`config.mk`:
```
export PLATFORM = sky130hd
export DESIGN_NAME = nand_read_resp
export DESIGN_NICKNAME = d
export VERILOG_FILES = /design/src/rtl/nrr_pkg.sv /design/src/rtl/nrr_ctrl.sv /design/src/rtl/nrr_dpath.sv /design/src/rtl/nand_read_resp.sv
export SDC_FILE = /design/constraint.sdc
export NUM_CORES = 1
export LEC_CHECK = 0
export BUFFER_PORTS_ARGS = -buffer_cell sky130_fd_sc_hd__buf_2
export CAP_MARGIN = 20
export CORE_AREA = 2 2 57 59
export DETAILED_ROUTE_END_ITERATION = 16
export DIE_AREA = 0 0 59 61
export GPL_ROUTABILITY_DRIVEN = 0
export PLACE_DENSITY = 0.81
export REMOVE_ABC_BUFFERS = 1
export SYNTH_ARGS = -nofsm -noshare
export SYNTH_HDL_FRONTEND = slang
export SYNTH_HIERARCHICAL = 1
export SYNTH_SLANG_ARGS = --single-unit
export TNS_END_PERCENT = 20
```
`constraint.sdc`:
```
create_clock -name clk -period 3.5 [get_ports clk]
set_input_delay 0.175 -clock clk [delete_from_list [all_inputs] [get_ports clk]]
set_output_delay 0.175 -clock clk [all_outputs]
set_load 0.005 [all_outputs]
```
`src/rtl/nrr_pkg.sv`:
```
package nrr_pkg;

  typedef enum logic [1:0] {
    ST_IDLE = 2'd0,
    ST_RD1  = 2'd1,
    ST_RD2  = 2'd2,
    ST_RD3  = 2'd3
  } nrrState_t;

  // strobes from control to datapath, at most one action set per cycle
  typedef struct packed {
    logic       ldCol;
    logic       addBlk;
    logic       addPg;
    logic       incr;
    logic [1:0] colHi;
  } nrrCtl_t;

  localparam int unsigned PTR_W = 24;

  // content of the read-only store at a given index
  function automatic logic [7:0] fillByte(input logic pattern, input logic [PTR_W-1:0] idx);
    logic [7:0] acc;
    if (!pattern) begin
      acc = 8'hFF;
    end else begin
      acc = idx[7:0] + (idx[15:8] * 8'd37) + (idx[23:16] * 8'd11);
    end
    return acc;
  endfunction

endpackage

```
`src/rtl/nrr_ctrl.sv`:
```
module nrr_ctrl
  import nrr_pkg::*;
(
  input  logic       clk,
  input  logic       rst_n,
  input  logic       cmdEv,
  input  logic       addrEv,
  input  logic       rdEv,
  input  logic [7:0] busByte,
  output nrrCtl_t    ctl,
  output logic       errFlag
);

  localparam logic [7:0] CMD_RESET = 8'hFF;
  localparam logic [7:0] CMD_LOW   = 8'h00;
  localparam logic [7:0] CMD_HIGH  = 8'h01;
  localparam logic [7:0] CMD_SPARE = 8'h50;

  nrrState_t  state;
  logic [1:0] addrCnt;

  always_comb begin
    ctl = '0;
    ctl.incr = rdEv;
    if (addrEv && state != ST_IDLE) begin
      unique case (addrCnt)
        2'd0: begin
          ctl.ldCol = 1'b1;
          ctl.colHi = (state == ST_RD2) ? 2'b01 :
                      (state == ST_RD3) ? 2'b10 : 2'b00;
        end
        2'd1:    ctl.addBlk = 1'b1;
        2'd2:    ctl.addPg  = 1'b1;
        default: ;
      endcase
    end
  end

  always_ff @(posedge clk or negedge rst_n) begin
    if (!rst_n) begin
      state   <= ST_IDLE;
      addrCnt <= 2'd0;
      errFlag <= 1'b0;
    end else if (cmdEv) begin
      unique case (busByte)
        CMD_RESET: begin
          state   <= ST_IDLE;
          addrCnt <= 2'd0;
          errFlag <= 1'b0;
        end
        CMD_LOW:   begin state <= ST_RD1; addrCnt <= 2'd0; end
        CMD_HIGH:  begin state <= ST_RD2; addrCnt <= 2'd0; end
        CMD_SPARE: begin state <= ST_RD3; addrCnt <= 2'd0; end
        default:   errFlag <= 1'b1;
      endcase
    end else if (addrEv) begin
      if (state == ST_IDLE || addrCnt == 2'd3) begin
        errFlag <= 1'b1;
      end else begin
        addrCnt <= addrCnt + 2'd1;
      end
    end
  end


  spare_cmd_mode_chk: assert property (@(posedge clk) disable iff (!rst_n)
    (cmdEv && busByte == CMD_SPARE) |=> (state == ST_RD3 && addrCnt == 2'd0));


  idle_addr_err_chk: assert property (@(posedge clk) disable iff (!rst_n)
    (addrEv && !cmdEv && state == ST_IDLE) |=> errFlag);


  reset_clears_err_chk: assert property (@(posedge clk) disable iff (!rst_n)
    (cmdEv && busByte == CMD_RESET) |=> (!errFlag && state == ST_IDLE));

endmodule

```
`src/rtl/nrr_dpath.sv`:
```
module nrr_dpath
  import nrr_pkg::*;
#(
  parameter int unsigned DEPTH   = 1024,
  parameter bit          PRELOAD = 1'b0
) (
  input  logic       clk,
  input  logic       rst_n,
  input  nrrCtl_t    ctl,
  input  logic [7:0] busByte,
  output logic [7:0] rdByte
);

  localparam int unsigned IDX_W = $clog2(DEPTH);

  logic [PTR_W-1:0] ptr;
  logic [PTR_W-1:0] blkStep;
  logic [PTR_W-1:0] pgStep;
  logic [PTR_W-1:0] storeIdx;

  // byte * 528 * 256 = byte<<17 + byte<<12 ; byte * 528 = byte<<9 + byte<<4
  assign blkStep = (PTR_W'(busByte) << 17) + (PTR_W'(busByte) << 12);
  assign pgStep  = (PTR_W'(busByte) << 9)  + (PTR_W'(busByte) << 4);

  always_ff @(posedge clk or negedge rst_n) begin
    if (!rst_n) begin
      ptr <= '0;
    end else if (ctl.ldCol) begin
      ptr <= {{(PTR_W-10){1'b0}}, ctl.colHi, busByte};
    end else if (ctl.addBlk) begin
      ptr <= ptr + blkStep;
    end else if (ctl.addPg) begin
      ptr <= ptr + pgStep;
    end else if (ctl.incr) begin
      ptr <= ptr + 1'b1;
    end
  end

  generate
    if (IDX_W >= PTR_W) begin : g_fullIdx
      assign storeIdx = ptr;
    end else begin : g_winIdx
      assign storeIdx = PTR_W'(ptr[IDX_W-1:0]);
    end
  endgenerate

  assign rdByte = fillByte(PRELOAD, storeIdx);


  ptr_step_chk: assert property (@(posedge clk) disable iff (!rst_n)
    (ctl.incr && !ctl.ldCol && !ctl.addBlk && !ctl.addPg) |=> (ptr == $past(ptr) + 1'b1));


  col_load_chk: assert property (@(posedge clk) disable iff (!rst_n)
    ctl.ldCol |=> (ptr[PTR_W-1:10] == '0 && ptr[7:0] == $past(busByte)));


  page_add_chk: assert property (@(posedge clk) disable iff (!rst_n)
    ctl.addPg |=> (ptr - $past(ptr) == PTR_W'($past(busByte)) * PTR_W'(528)));

endmodule

```
`src/rtl/nand_read_resp.sv`:
```
module nand_read_resp
  import nrr_pkg::*;
#(
  parameter int unsigned DEPTH   = 1024,
  parameter bit          PRELOAD = 1'b0
) (
  input  logic       clk,
  input  logic       rst_n,
  input  logic       ceA_n,
  input  logic       ceB_n,
  input  logic       cmdLatch,
  input  logic       addrLatch,
  input  logic       readEn_n,
  input  logic       writeEn_n,
  input  logic [7:0] dataIn,
  output logic [7:0] dataOut,
  output logic       dataOe,
  output logic       readyA,
  output logic       readyB,
  output logic       errA,
  output logic       errB
);

  localparam int unsigned NDEV = 2;

  logic            wePrev, rePrev;
  logic            weFall, reFall;
  logic [NDEV-1:0] sel, cmdEv, addrEv, rdEv, errVec, rdyVec;
  logic [7:0]      rdByte [NDEV];

  assign weFall = wePrev & ~writeEn_n;
  assign reFall = rePrev & ~readEn_n;
  assign sel[0] = ~ceA_n;
  assign sel[1] = ceA_n & ~ceB_n;

  always_ff @(posedge clk or negedge rst_n) begin
    if (!rst_n) begin
      wePrev <= 1'b1;
      rePrev <= 1'b1;
    end else begin
      wePrev <= writeEn_n;
      rePrev <= readEn_n;
    end
  end

  generate
    for (genvar g = 0; g < NDEV; g++) begin : g_dev
      nrrCtl_t ctl;

      assign cmdEv[g]  = sel[g] & weFall & cmdLatch;
      assign addrEv[g] = sel[g] & weFall & ~cmdLatch & addrLatch;
      assign rdEv[g]   = sel[g] & reFall & ~cmdLatch & ~addrLatch;

      nrr_ctrl u_ctrl (
        .clk     (clk),
        .rst_n   (rst_n),
        .cmdEv   (cmdEv[g]),
        .addrEv  (addrEv[g]),
        .rdEv    (rdEv[g]),
        .busByte (dataIn),
        .ctl     (ctl),
        .errFlag (errVec[g])
      );

      nrr_dpath #(
        .DEPTH   (DEPTH),
        .PRELOAD (PRELOAD)
      ) u_dpath (
        .clk     (clk),
        .rst_n   (rst_n),
        .ctl     (ctl),
        .busByte (dataIn),
        .rdByte  (rdByte[g])
      );

      always_ff @(posedge clk or negedge rst_n) begin
        if (!rst_n) begin
          rdyVec[g] <= 1'b0;
        end else if (sel[g] && readEn_n && writeEn_n) begin
          rdyVec[g] <= 1'b1;
        end
      end
    end
  endgenerate

  always_ff @(posedge clk or negedge rst_n) begin
    if (!rst_n) begin
      dataOut <= 8'h00;
      dataOe  <= 1'b0;
    end else begin
      dataOe <= (|sel) & ~readEn_n & ~cmdLatch & ~addrLatch;
      if (rdEv[0]) begin
        dataOut <= rdByte[0];
      end else if (rdEv[1]) begin
        dataOut <= rdByte[1];
      end
    end
  end

  assign readyA = rdyVec[0];
  assign readyB = rdyVec[1];
  assign errA   = errVec[0];
  assign errB   = errVec[1];


  oe_needs_read_chk: assert property (@(posedge clk) disable iff (!rst_n)
    dataOe |-> ($past(!readEn_n) && $past(!ceA_n || !ceB_n)));


  ready_hold_chk: assert property (@(posedge clk) disable iff (!rst_n)
    !$fell(readyA) && !$fell(readyB));


  unselected_quiet_chk: assert property (@(posedge clk) disable iff (!rst_n)
    (ceA_n && ceB_n) |=> ($stable(dataOut) && !dataOe));


  single_dev_chk: assert property (@(posedge clk) disable iff (!rst_n)
    $onehot0(rdEv | cmdEv | addrEv));

endmodule

```
==> results.py, run 1 <==
metrics = {
    "pwr": {
        "peakVddDrop_v": 0.000266,
        "p_seq_share_pct": 53.8,
        "power.share.clock_pct": 19.7,
        "power.density_nw_per_um2": 359,
        "p_switching_w": 0.000193,
        "leakage_nw": 0.720,
        "swShare_pct": 31.6,
        "combinationalPowerShare_pct": 26.5,
        "internal_power_w": 0.000418,
    },
    "synth": {
        "avgSynthCellArea_um2": 9.52,
        "ys_warn_count": 6,
        "syn_inst": 165,
        "synth.cell_area_um2": 1570,
    },
    "status": {
        "outcome": "finished clean",
    },
    "placement": {
        "port_buffers": 28,
        "hpwl_um": 2400,
        "pre_cts_slack_ns": 1.42,
        "placed_area_um2": 1650,
    },
    "cts": {
        "insertion_delay_ns": 0.30,
        "clock-sinks": 23,
        "cts_made_buffers": 3,
        "clk_pin_slew_worst_paths_ns": 0.12,
        "clk_path_buf_depth": 2,
        "cts-root-buf": "clkbuf_4",
        "post_cts_resized": 0,
        "cts_tree": "yes",
        "h-tree-depth": 1,
    },
    "routing": {
        "drtAntennaViolNets": 0,
        "wl_um": 3180,
        "drt_first_pass_iters": 4,
        "drt-initial-drc-count": 95,
        "vias": 1292,
        "drt-wirelength-per-cell_um": 14.1,
        "drc_errors": 0,
        "routed_via_density": 5.72,
    },
    "sta": {
        "setup_ws_ns": 1.40,
        "rsz0062_at_grt": "false",
        "hold_viol": 0,
        "tightest_slew_ns": 0.944,
        "relSlewSlack_pct": 36.2,
        "fin_worst_skew_ns": 0.000741,
        "whs_ns": 0.0832,
        "period_minus_slack_ns": 2.10,
        "finalCritPeriodShare_pct": 60.1,
        "drv_slew": 0,
        "setup_tns_ns": 0,
        "clock.fmax_mhz": 476,
        "setup_violations": 0,
    },
    "critical_path": {
        "setup.worst_path.end": "g_dev[0].u_ctrl/state[1]$_DFFE_PN0P_",
        "r2r_cells": 3,
        "slowest_delay_ns": 0.81,
        "crit_chain": "dlygate4sd3_1, buf_2, nor4bb_1, o21a_2, mux2_1",
        "reg2reg_slack_ns": 1.40,
        "r2r-start": "wePrev$_DFF_PN1_",
        "cp_slowest_cell": "nor4bb_1",
        "reg2reg_to": "g_dev[0].u_ctrl/state[1]$_DFFE_PN0P_",
        "required_ns": 3.70,
        "startpoint": "writeEn_n",
        "critPathCaptureType": "flip-flop",
        "criticalPathCategory": "in2reg",
        "crit_fanout": 7,
        "arrival_ns": 2.30,
        "start_kind": "input pin",
    },
    "floorplan": {
        "core_area_um2": 2950,
        "io_pins": 29,
        "die_y_um": 61,
        "die_x_um": 59,
        "placementRows": 20,
        "dieArea_um2": 3600,
        "start_util_pct": 53.2,
    },
    "cells_and_area": {
        "final_area_um2": 1700,
        "diodes": 0,
        "post_route_cells_drive_above_1_share_pct": 24.4,
        "utilization_pct": 57.7,
        "area_delta_synth_final_pct": 8.36,
        "layout.nets": 214,
    },
    "global_route": {
        "globalRouteTotalUtil_pct": 20.1,
        "grt_pass1_wl_um": 5540,
        "grt_pass1_vias": 1294,
        "grt_max_degree": 24,
        "antenna_found_initial": 0,
        "grt_overflow": 0,
    },
    "worst_hold_path": {
        "holdPathStages": 2,
        "hp-class": "in2reg",
    },
    "flow_run": {
        "cap_violations": 0,
    },
}
==> placed cells by master (no fill, tap or decap), types with 3 or more instances in the layout <==
| cell | instances |
|---|---|
| a2111oi_2 | 4 |
| a21oi_1 | 6 |
| a32oi_1 | 8 |
| buf_2 | 28 |
| clkbuf_4 | 3 |
| conb_1 | 16 |
| dfrtp_1 | 21 |
| dlygate4sd3_1 | 3 |
| ha_1 | 4 |
| inv_1 | 10 |
| nand2_1 | 17 |
| nand3_1 | 8 |
| nand3b_1 | 10 |
| nor2_1 | 4 |
| nor3_1 | 4 |
| o21ai_0 | 6 |
| o21bai_1 | 3 |
| or3_4 | 4 |
==> through the flow <==
step,instances,power (W)
2_1_floorplan,158,0.000418
6_report,226,0.000611
3_5_place_dp,219,0.000492
5_1_grt,226,0.000658
4_1_cts,226,0.000621
3_3_place_gp,219,0.000478
==> worst min path at each step <==
stage	startpoint	endpoint	slack (ns)
3_5_place_dp	rst_n	dataOut[7]$_DFFE_PN0P_	0.18
2_1_floorplan	rst_n	dataOe$_DFF_PN0_	-0.12
5_1_grt	addrLatch	dataOe$_DFF_PN0_	0.08
4_1_cts	addrLatch	dataOe$_DFF_PN0_	0.07
3_3_place_gp	rst_n	dataOut[5]$_DFFE_PN0P_	0.17
6_report	addrLatch	dataOe$_DFF_PN0_	0.08
==> final cells by class <==
cell class	count	area, um^2
fillers	274	1250
multi-input cells	125	850
flip-flops and latches	23	578
repair buffers	31	170
well taps	33	41.3
inverters	10	37.5
clock buffers	4	26.3
==> worst max-delay path, delay by kind of cell <==
kind | cells | cell delay, ns
buffers and inverters | 2 | 0.69
multiplexers | 1 | 0.32
AND/OR/NAND/NOR | 1 | 0.81
AO/OA/AOI/OAI | 1 | 0.31
==> sequential cells by signal (all words and copies together), names as in the netlist <==
signal,flops
dataOut,8
g_dev.u_ctrl/addrCnt,4
g_dev.u_ctrl/state,4
g_dev.u_ctrl/errFlag,2
dataOe,1
rePrev,1
readyA,1
readyB,1
wePrev,1
==> power groups by stage <==
stage | Combinational (W) | Clock (W) | Sequential [W]
2_1_floorplan | 0.0000894 | 0 | 0.000329
3_3_place_gp | 0.000148 | 0 | 0.000330
3_5_place_dp | 0.000158 | 0 | 0.000334
4_1_cts | 0.000161 | 0.000131 | 0.000328
5_1_grt | 0.000189 | 0.000136 | 0.000332
6_report | 0.000162 | 0.000120 | 0.000329
==> layer usage <==
layer  up-vias  track usage [%]  wire [um]
met2        28             37.9       1640
li1        628                -          -
met5         -                0          0
met4         0             7.79         27
met3         4             2.35        131
met1       632             23.1       1380
==> repair_timing <==
item,CTS,global route
hold endpoints to repair,23,0
setup buffers,0,0
hold buffers,3,0
(Power assumes the default switching activity.)
==> inputs of run 2 (changes only) <==
--- a/config.mk
+++ b/config.mk
@@ -5,13 +5,14 @@
 export SDC_FILE = /design/constraint.sdc
 export NUM_CORES = 1
 export LEC_CHECK = 0
+export ABC_AREA = 1
 export BUFFER_PORTS_ARGS = -buffer_cell sky130_fd_sc_hd__buf_2
 export CAP_MARGIN = 20
-export CORE_AREA = 2 2 57 59
+export CORE_AREA = 2 2 63 65
 export DETAILED_ROUTE_END_ITERATION = 16
-export DIE_AREA = 0 0 59 61
+export DIE_AREA = 0 0 65 67
 export GPL_ROUTABILITY_DRIVEN = 0
-export PLACE_DENSITY = 0.81
+export PLACE_DENSITY = 0.76
 export REMOVE_ABC_BUFFERS = 1
 export SYNTH_ARGS = -nofsm -noshare
 export SYNTH_HDL_FRONTEND = slang
==> constraint.sdc (replaced) <==
create_clock -name clk -period 1.8 [get_ports clk]
set_input_delay 0.09 -clock clk [delete_from_list [all_inputs] [get_ports clk]]
set_output_delay 0.09 -clock clk [all_outputs]
set_load 0.005 [all_outputs]
==> results.py, run 2 <==
metrics = {
    "sta": {
        "drv_slew": 0,
        "finalCritPeriodShare_pct": 86.3,
        "whs_ns": 0.0469,
        "setup_tns_ns": 0,
        "hold_viol": 0,
        "period_minus_slack_ns": 1.55,
        "clock.fmax_mhz": 643,
        "setup_violations": 0,
        "fin_worst_skew_ns": 0.00886,
        "tightest_slew_ns": 0.522,
        "relSlewSlack_pct": 65.2,
        "rsz0062_at_grt": "false",
    },
    "cts": {
        "insertion_delay_ns": 0.27,
        "clock-sinks": 23,
        "cts-root-buf": "clkbuf_8",
        "clk_path_buf_depth": 2,
        "cts_made_buffers": 3,
        "cts_tree": "yes",
        "clk_pin_slew_worst_paths_ns": 0.08,
        "h-tree-depth": 1,
    },
    "routing": {
        "drc_errors": 0,
        "drt-initial-drc-count": 75,
        "drt-wirelength-per-cell_um": 9.12,
        "routed_via_density": 4.36,
        "drtAntennaViolNets": 0,
        "vias": 1444,
        "wl_um": 3020,
        "drt_first_pass_iters": 4,
    },
    "synth": {
        "ys_warn_count": 6,
        "synth.cell_area_um2": 1710,
        "syn_inst": 251,
        "avgSynthCellArea_um2": 6.80,
    },
    "global_route": {
        "grt_max_degree": 24,
        "grt_overflow": 0,
        "grt_pass1_wl_um": 5470,
        "grt_pass1_vias": 1299,
        "globalRouteTotalUtil_pct": 16.0,
        "antenna_found_initial": 0,
    },
    "pwr": {
        "leakage_nw": 1.21,
        "peakVddDrop_v": 0.000426,
        "power.density_nw_per_um2": 752,
    },
    "cells_and_area": {
        "diodes": 0,
        "largest_reg_flops": 8,
        "layout_common_cells": "nand2_1, inv_1, buf_2",
        "top_register": "dataOut",
        "fillCellCount": 380,
        "layout.nets": 304,
        "reg_top3": "dataOut: 8 flops, g_dev.u_ctrl/addrCnt: 4 flops, g_dev.u_ctrl/state: 4 flops",
        "final_common_cell": "nand2_1",
        "post_route_cells_drive_above_1_share_pct": 21.6,
        "area_delta_synth_final_pct": 12.1,
    },
    "floorplan": {
        "placementRows": 22,
        "die_y_um": 67,
        "dieArea_um2": 4360,
        "io_pins": 29,
        "core_area_um2": 3610,
        "die_x_um": 65,
        "start_util_pct": 47.4,
    },
    "critical_path": {
        "r2r_cells": 7,
        "crit_fanout": 5,
        "criticalPathCategory": "in2reg",
        "arrival_ns": 1.71,
        "start_kind": "input pin",
        "critPathCaptureType": "flip-flop",
        "required_ns": 1.96,
    },
    "worst_hold_path": {
        "holdPathStages": 2,
        "hp-class": "in2reg",
    },
    "placement": {
        "port_buffers": 28,
        "hpwl_um": 2300,
    },
    "flow_run": {
        "cap_violations": 0,
    },
    "status": {
        "outcome": "finished clean",
    },
}
-- run 2: cell type report --
cell class / instances / area, um^2 / area share [%]
clock buffer: 3 / 41.3 / 2.16
tap: 48 / 60.1 / 3.14
timing repair buffer: 31 / 170 / 8.89
sequential: 23 / 578 / 30.2
clock inverter: 1 / 5.00 / 0.261
multi-input combinational: 174 / 866 / 45.2
inverter: 51 / 194 / 10.1
-- run 2: per-layer routing --
metal | GRT usage [%] | vias to the layer above | share of wire [%]
met5 | 0 | - | 0
met4 | 7.18 | 0 | 1.8
met3 | 2.53 | 5 | 3.7
met2 | 25.3 | 22 | 43
met1 | 21.5 | 623 | 52
li1 | - | 794 | -
-- run 2: timing repair --
item / 4_1_cts / 5_1_grt
gates resized for setup: 0 / 1
endpoints found under the hold margin: 23 / 0
hold buffers: 3 / 0
setup buffers: 0 / 0
setup endpoints to repair: 0 / 1
-- run 2: where the power goes --
group | leakage (nW) | internal [W] | switching [W]
clock network | 0.0255 | 0.000155 | 0.000175
registers | 0.272 | 0.000619 | 0.0000710
logic | 0.912 | 0.000174 | 0.000245
total | 1.21 | 0.000949 | 0.000491
-- run 2: worst max-delay path: stages --
cell,delay (ns)
dlygate4sd3_1,0.53
buf_2,0.14
inv_1,0.07
nand3_1,0.09
nor2_1,0.27
inv_1,0.11
o21ai_0,0.13
nand2_1,0.07
o21ai_0,0.14
nand2_1,0.06
-- run 2: per-stage QoR --
step	utilization, %	cells	setup WS, ns	power [W]	cell area, um^2
2_1_floorplan	-	248	0.409	0.000959	1640
3_3_place_gp	50.9	324	0.351	0.00110	1840
3_5_place_dp	50.9	324	0.277	0.00112	1840
4_1_cts	53.0	331	0.234	0.00146	1910
5_1_grt	53.1	331	0.0231	0.00157	1910
6_report	53.1	331	0.246	0.00144	1910
-- run 2: path summary, 6_finish.rpt --
path	end	slack, ns	start
setup / recovery	g_dev[1].u_ctrl/errFlag$_DFFE_PN0P_	0.25	writeEn_n
hold / removal	dataOe$_DFF_PN0_	0.05	addrLatch
setup reg to reg	g_dev[1].u_ctrl/errFlag$_DFFE_PN0P_	0.29	wePrev$_DFF_PN1_
hold reg to reg	dataOut[5]$_DFFE_PN0P_	0.48	dataOut[5]$_DFFE_PN0P_
max in group asynchronous	wePrev$_DFF_PN1_	1.12	rst_n
min in group asynchronous	g_dev[0].u_ctrl/addrCnt[0]$_DFFE_PN0P_	0.32	rst_n
